## src/rtl/sgdma_pkg.sv

```systemverilog
package sgdma_pkg;

    localparam int DESC_BYTES = 8;
    localparam int REGION_W   = 17;   // region byte count, up to 65536

    typedef enum logic [2:0] {
        ST_IDLE,
        ST_ARMED,
        ST_FETCH,
        ST_CHECK,
        ST_BURST,
        ST_WAIT
    } st_e;

    typedef struct packed {
        logic [31:0]         base;
        logic [REGION_W-1:0] len;
        logic                eot;
    } desc_t;

    function automatic desc_t desc_unpack(input logic [63:0] w);
        desc_t d;
        d.base = w[31:0];
        d.len  = (w[47:32] == 16'h0) ? REGION_W'(17'h10000) : {1'b0, w[47:32]};
        d.eot  = w[63];
        return d;
    endfunction

endpackage

```

## src/rtl/sgdma_desc_decode.sv

```systemverilog
module sgdma_desc_decode
    import sgdma_pkg::*;
(
    input  logic [63:0] word,
    output desc_t       desc
);
    always_comb desc = desc_unpack(word);
endmodule

```

## src/rtl/sgdma_page_split.sv

```systemverilog
module sgdma_page_split
    import sgdma_pkg::*;
#(
    parameter int PAGE_BYTES = 4096
) (
    input  logic [31:0]                   addr,
    input  logic [REGION_W-1:0]           remain,
    output logic [$clog2(PAGE_BYTES):0]   chunk,
    output logic                          last
);
    localparam int PW    = $clog2(PAGE_BYTES);
    localparam int LEN_W = PW + 1;
    localparam int CW    = ((LEN_W > REGION_W) ? LEN_W : REGION_W) + 1;

    logic [CW-1:0] room;
    logic [CW-1:0] rem_x;

    always_comb begin
        room  = CW'(PAGE_BYTES) - CW'(addr[PW-1:0]);
        rem_x = CW'(remain);
        last  = (rem_x <= room);
        chunk = last ? LEN_W'(rem_x) : LEN_W'(room);
    end
endmodule

```

## src/rtl/sgdma_backoff.sv

```systemverilog
module sgdma_backoff #(
    parameter int CYC = 8
) (
    input  logic clk,
    input  logic rst,
    input  logic load,
    output logic expired
);
    localparam int CW = $clog2(CYC + 1);

    logic [CW-1:0] cnt;

    always_ff @(posedge clk) begin
        if (rst)            cnt <= '0;
        else if (load)      cnt <= CW'(CYC - 1);
        else if (cnt != '0) cnt <= cnt - 1'b1;
    end

    assign expired = (cnt == '0);
endmodule

```

## src/rtl/sgdma_engine.sv

```systemverilog
module sgdma_engine
    import sgdma_pkg::*;
#(
    parameter int PAGE_BYTES  = 4096,
    parameter int BACKOFF_CYC = 8,
    parameter int CNT_W       = 18
) (
    input  logic                        clk,
    input  logic                        rst,
    input  logic                        arm,
    input  logic                        start,
    input  logic [31:0]                 table_base,
    input  logic                        to_disk,
    input  logic [CNT_W-1:0]            cmd_bytes,
    input  logic                        abort,
    output logic                        mem_req,
    output logic                        mem_is_desc,
    output logic                        mem_we,
    output logic [31:0]                 mem_addr,
    output logic [$clog2(PAGE_BYTES):0] mem_len,
    input  logic                        mem_busy,
    input  logic                        mem_grant,
    input  logic [63:0]                 mem_rdata,
    output logic                        done,
    output logic                        cmd_err,
    output logic                        xfer_err
);
    localparam int LEN_W = $clog2(PAGE_BYTES) + 1;

    st_e               st, ret_st;
    logic [31:0]       tbl_ptr;
    desc_t             cur;
    desc_t             fetched;
    logic [CNT_W-1:0]  bytes_left;
    logic              mem_rd_dir;
    logic [LEN_W-1:0]  chunk;
    logic              chunk_last;
    logic              bo_load;
    logic              bo_expired;
    logic              overrun;
    logic              wraps;

    sgdma_desc_decode dec_i (
        .word (mem_rdata),
        .desc (fetched)
    );

    sgdma_page_split #(.PAGE_BYTES(PAGE_BYTES)) split_i (
        .addr   (cur.base),
        .remain (cur.len),
        .chunk  (chunk),
        .last   (chunk_last)
    );

    sgdma_backoff #(.CYC(BACKOFF_CYC)) bo_i (
        .clk     (clk),
        .rst     (rst),
        .load    (bo_load),
        .expired (bo_expired)
    );

    // Outward request, built from state only (plus busy gating)
    always_comb begin
        mem_req     = ((st == ST_FETCH) || (st == ST_BURST)) && !mem_busy;
        mem_is_desc = (st == ST_FETCH);
        mem_addr    = (st == ST_FETCH) ? tbl_ptr : cur.base;
        mem_len     = (st == ST_FETCH) ? LEN_W'(DESC_BYTES) : chunk;
        mem_we      = (st == ST_BURST) && !mem_rd_dir;
        bo_load     = ((st == ST_FETCH) || (st == ST_BURST)) && mem_busy;
        overrun     = 32'(cur.len) > 32'(bytes_left);
        wraps       = ({1'b0, cur.base} + 33'(cur.len)) > 33'h1_0000_0000;
    end

    always_ff @(posedge clk) begin
        if (rst) begin
            st         <= ST_IDLE;
            ret_st     <= ST_FETCH;
            tbl_ptr    <= '0;
            cur        <= '0;
            bytes_left <= '0;
            mem_rd_dir <= 1'b0;
            done       <= 1'b0;
            cmd_err    <= 1'b0;
            xfer_err   <= 1'b0;
        end else begin
            done     <= 1'b0;
            cmd_err  <= 1'b0;
            xfer_err <= 1'b0;
            if (abort && (st != ST_IDLE)) begin
                st      <= ST_IDLE;
                cmd_err <= 1'b1;
            end else begin
                unique case (st)
                    ST_IDLE: begin
                        if (arm) st <= ST_ARMED;
                    end
                    ST_ARMED: begin
                        if (start) begin
                            tbl_ptr    <= {table_base[31:2], 2'b00};
                            bytes_left <= cmd_bytes;
                            mem_rd_dir <= to_disk;
                            st         <= ST_FETCH;
                        end
                    end
                    ST_FETCH: begin
                        if (mem_busy) begin
                            ret_st <= ST_FETCH;
                            st     <= ST_WAIT;
                        end else if (mem_grant) begin
                            cur     <= fetched;
                            tbl_ptr <= tbl_ptr + 32'(DESC_BYTES);
                            st      <= ST_CHECK;
                        end
                    end
                    ST_CHECK: begin
                        if (overrun || wraps) begin
                            xfer_err <= 1'b1;
                            st       <= ST_IDLE;
                        end else begin
                            st <= ST_BURST;
                        end
                    end
                    ST_BURST: begin
                        if (mem_busy) begin
                            ret_st <= ST_BURST;
                            st     <= ST_WAIT;
                        end else if (mem_grant) begin
                            cur.base   <= cur.base + 32'(chunk);
                            cur.len    <= cur.len - REGION_W'(chunk);
                            bytes_left <= bytes_left - CNT_W'(chunk);
                            if (chunk_last) begin
                                if (!cur.eot) begin
                                    st <= ST_FETCH;
                                end else begin
                                    st <= ST_IDLE;
                                    if (bytes_left == CNT_W'(chunk)) done     <= 1'b1;
                                    else                             xfer_err <= 1'b1;
                                end
                            end
                        end
                    end
                    ST_WAIT: begin
                        if (bo_expired) st <= ret_st;
                    end
                    default: st <= ST_IDLE;
                endcase
            end
        end
    end
endmodule

```

## config.mk

```make
export PLATFORM = sky130hd
export DESIGN_NAME = sgdma_engine
export DESIGN_NICKNAME = d
export VERILOG_FILES = /design/src/rtl/sgdma_pkg.sv /design/src/rtl/sgdma_desc_decode.sv /design/src/rtl/sgdma_page_split.sv /design/src/rtl/sgdma_backoff.sv /design/src/rtl/sgdma_engine.sv
export SDC_FILE = /design/constraint.sdc
export NUM_CORES = 1
export LEC_CHECK = 0
export CAP_MARGIN = 5
export CORE_ASPECT_RATIO = 1.1
export CORE_MARGIN = 2
export CORE_UTILIZATION = 65
export DETAILED_ROUTE_END_ITERATION = 10
export DONT_BUFFER_PORTS = 1
export HOLD_SLACK_MARGIN = 0.08
export PLACE_DENSITY = 0.83
export SYNTH_ARGS = -nofsm -noshare
export SYNTH_HDL_FRONTEND = slang
export SYNTH_SLANG_ARGS = --single-unit
```

## constraint.sdc

```tcl
create_clock -name clk -period 6.9 [get_ports clk]
set_input_delay 1.725 -clock clk [delete_from_list [all_inputs] [get_ports clk]]
set_output_delay 1.725 -clock clk [all_outputs]
set_load 0.01 [all_outputs]
```

==> impl_metrics.json <==
{
  "maxSlewHeadroom_pct": 28.77,
  "seq_area_frac_synth_pct": 20.73,
  "p_sw_share_pct": 46.50,
  "synth_nets": 1767,
  "syn_inst": 1551,
  "htree_levels": 3,
  "avgSynthCellArea_sq_um": 6.913,
  "die_y_microns": 138.7,
  "p_clk_share_pct": 16.8,
  "grt_overflow": 0,
  "worstPathArrival_ns": 6.76,
  "seq_area_sq_um": 2222,
  "layout_common_cells": "nor2_1 (207), nand2_1 (206), a21oi_1 (122)",
  "cts-root-buf": "clkbuf_16",
  "tns_ns": 0,
  "finalSetupViolCount": 0,
  "drc": 0,
  "comb_power_share_pct": 57.2,
  "synth_area_sq_um": 10720,
  "worstSetupEndpointType": "flip-flop",
  "syn2layout_area_growth_pct": 3.069,
  "grt_pass1_wl_mm": 54.32,
  "busiest_layer": "met2",
  "wl_per_cell_microns": 20.28,
  "crit_required_ns": 7.16,
  "vias_per_cell": 6.857,
  "grt_max_degree": 100,
  "layout-drive-gt1-share_pct": 4.295,
  "multi_input_area_sq_um": 7880,
  "place_inst": 1678,
  "dr.pass1.iters": 5,
  "io_pins": 173,
  "hold_class": "flip-flop to flip-flop",
  "outcome": "complete, no violations",
  "clk_path_buf_depth": 2,
  "dieArea_sq_um": 17540,
  "core_area_sq_um": 16250,
  "p_switching_uw": 1498,
  "drv_cap": 0,
  "rsz0062_at_grt": "false",
  "yosysWarnings": 0,
  "post-route-min-period_ns": 6.505,
  "num_rows": 49,
  "use_met3_pct": 8.102,
  "critPathMaxFanout": 12,
  "worst_pin_slew_ns": 1.065,
  "dr.first_iter.drc_count": 1361,
  "cts_buffers": 9,
  "power.density_nw_per_um2": 291.5,
  "holdBufCountCts": 0,
  "hold_ws_ns": 0.4649,
  "startpoint_type": "flip-flop",
  "post-cts-setup-buffers": 0,
  "antenna_cells": 0,
  "yosysUniqueCellTypes": 83,
  "grtUsageTotal_pct": 37.84,
  "dieWidth_microns": 126.5,
  "leakage_uw": 0.004540,
  "instances_no_fill": 1694,
  "fin_worst_skew_ns": 0.01305,
  "clk_latency_ns": 0.37,
  "ant_nets": 0,
  "io_buffers": 0,
  "ys_ff_latch": 111,
  "r2r_slack_ns": 0.40,
  "fmax_mhz": 153.7,
  "final_common_cell": "nor2_1",
  "nNetsFinal": 1701,
  "vias": 11620,
  "synth-edff-count": 0,
  "hold_viol": 0,
  "p_int_uw": 1723,
  "hp-start": "mem_rd_dir",
  "async_flop_share_pct": 0,
  "use_met2_pct": 60.40,
  "ctsResizeCount": 0,
  "dp_hpwl_mm": 25.31,
  "period_share_pct": 94.27,
  "r2r-start": "cur[19]",
  "grt_pass1_vias": 10670,
  "crit_type": "flip-flop to flip-flop",
  "drv_slew": 0,
  "ir_drop_mv": 0.2709,
  "n_fill_cell": 1480,
  "routed_wl_mm": 34.36,
  "grt_use_met1_pct": 47.41,
  "gp_congestion": 1.012,
  "r2r-end": "cur[46]",
  "min_path_cells": 2,
  "clk_pin_slew_ns": 0.08,
  "antenna_found_initial": 0,
  "cts_sinks": 111,
  "hold_end": "mem_rd_dir",
  "start_util_pct": 65.99,
  "cts_tree": "yes",
  "worst_r2r_path_depth": 26,
  "power_frac_seq_pct": 25.9,
  "ys.flop_type": "dfxtp_1"
}
[registers in the layout (all words and copies together) (netlist names)]
name	cells
bo_i.cnt	4
ret_st	2
cur	50
done	1
st	3
mem_rd_dir	1
cmd_err	1
bytes_left	18
tbl_ptr	30
xfer_err	1
[final cells by class]
type | count | area share [%]
well taps | 204 | 2.310
flip-flops and latches | 111 | 20.11
repair buffers | 13 | 0.8832
multi-input cells | 1270 | 71.31
clock inverters | 7 | 0.6341
clock buffers | 9 | 2.038
inverters | 80 | 2.717
[synthesized netlist by cell type, types with 5 or more instances]
library cell / count / area, sq um
o21ai_0: 81 / 405.4
mux2i_1: 17 / 170.2
a21o_1: 26 / 195.2
a21oi_1: 122 / 610.6
a211oi_1: 24 / 180.2
buf_1: 6 / 22.52
a221oi_1: 13 / 113.9
xor2_1: 10 / 87.58
or3_1: 16 / 100.1
inv_1: 78 / 292.8
o41ai_1: 7 / 61.31
o22ai_1: 9 / 56.30
and2_1: 12 / 75.07
o21ai_1: 14 / 70.07
and3_1: 15 / 93.84
nor2_1: 208 / 780.8
o31ai_1: 12 / 90.09
dfxtp_1: 111 / 2222
nand2_1: 207 / 777.0
nor3_1: 49 / 245.2
xnor2_1: 27 / 236.5
nor2b_1: 16 / 100.1
nor4_1: 16 / 100.1
nand3b_1: 7 / 52.55
buf_2: 11 / 55.05
a2111oi_0: 5 / 43.79
a311oi_1: 19 / 166.4
a31oi_1: 10 / 62.56
clkbuf_1: 69 / 259.0
o21a_1: 17 / 127.6
nand3_1: 53 / 265.3
o211ai_1: 9 / 67.56
a2bb2oi_1: 5 / 43.79
or2_2: 9 / 56.30
nand2b_1: 11 / 68.82
or4_1: 5 / 37.54
a32o_1: 5 / 50.05
a22oi_1: 17 / 127.6
nand4_1: 26 / 162.7
o21bai_1: 8 / 60.06
ha_1: 90 / 1126
[how the worst max path moves through the flow]
stage | slack, ns | to | cells past startpoint | start
3_3_place_gp | 0.82 | cur[46] | 26 | cur[19]
2_1_floorplan | 1.30 | cur[27] | 26 | cur[19]
4_1_cts | 0.61 | cur[46] | 26 | cur[19]
3_5_place_dp | 0.69 | cur[46] | 26 | cur[19]
5_1_grt | 0.02 | cur[46] | 26 | cur[19]
6_report | 0.40 | cur[46] | 26 | cur[19]
[routing by layer]
layer | share of wire [%] | vias to the layer above
met2 | 45 | 652
met5 | 0 | -
li1 | - | 5487
met4 | 6.0 | 0
met3 | 10 | 151
met1 | 38 | 5326
[metrics by stage]
| stage | total power (uW) | worst slack (ns) | utilization, % | instance area [sq um] |
|---|---|---|---|---|
| after global routing | 3451 | 0.01807 | 68.02 | 11050 |
| after global placement | 2580 | 0.8160 | 66.20 | 10760 |
| after CTS | 3184 | 0.6070 | 68.02 | 11050 |
| final | 3221 | 0.3954 | 68.02 | 11050 |
| after floorplan | 2245 | 1.301 | - | 10720 |
| after detailed placement | 2635 | 0.6936 | 66.20 | 10760 |
[kinds of logic (layout without fill, tap and decap cells)]
family                   count (synthesis)  after routing  share of synthesized area [%]
buffers and inverters                  170            109                          6.220
AND/OR/NAND/NOR                        665            665                          28.80
AO/OA/AOI/OAI                          454            454                          28.08
adder cells (fa/ha/maj)                 94             94                          11.25
flip-flops                             111            111                          20.73
XOR/XNOR                                37             37                          3.023
multiplexers                            20             20                          1.902
[critical path: stages (launching register included)]
cell      delay, ns
dfxtp_1        0.35
inv_1          0.19
ha_1           0.23
nand2_1        0.10
nor3_1         0.25
nand2b_1       0.16
nor4_1         0.25
xnor2_1        0.19
inv_1          0.09
ha_1           0.30
nand3_1        0.07
nor4_1         0.27
o21ai_0        0.15
o21ai_2        0.17
buf_4          0.32
mux2i_1        0.61
inv_1          0.12
ha_1           0.38
o21ai_1        0.10
a21oi_1        0.20
o21ai_1        0.13
a211oi_1       0.47
o311a_1        0.37
o211ai_2       0.20
nor4_1         0.41
mux2i_1        0.22
o22ai_1        0.09
[power groups by stage]
stage / combinational, uW / sequential, uW / clock (uW)
final: 1840 / 835 / 542
after global placement: 1740 / 843 / 0
after CTS: 1810 / 830 / 547
after detailed placement: 1790 / 845 / 0
after global routing: 2040 / 847 / 568
after floorplan: 1450 / 794 / 0
Note: power is estimated with default switching activity, not from simulation.
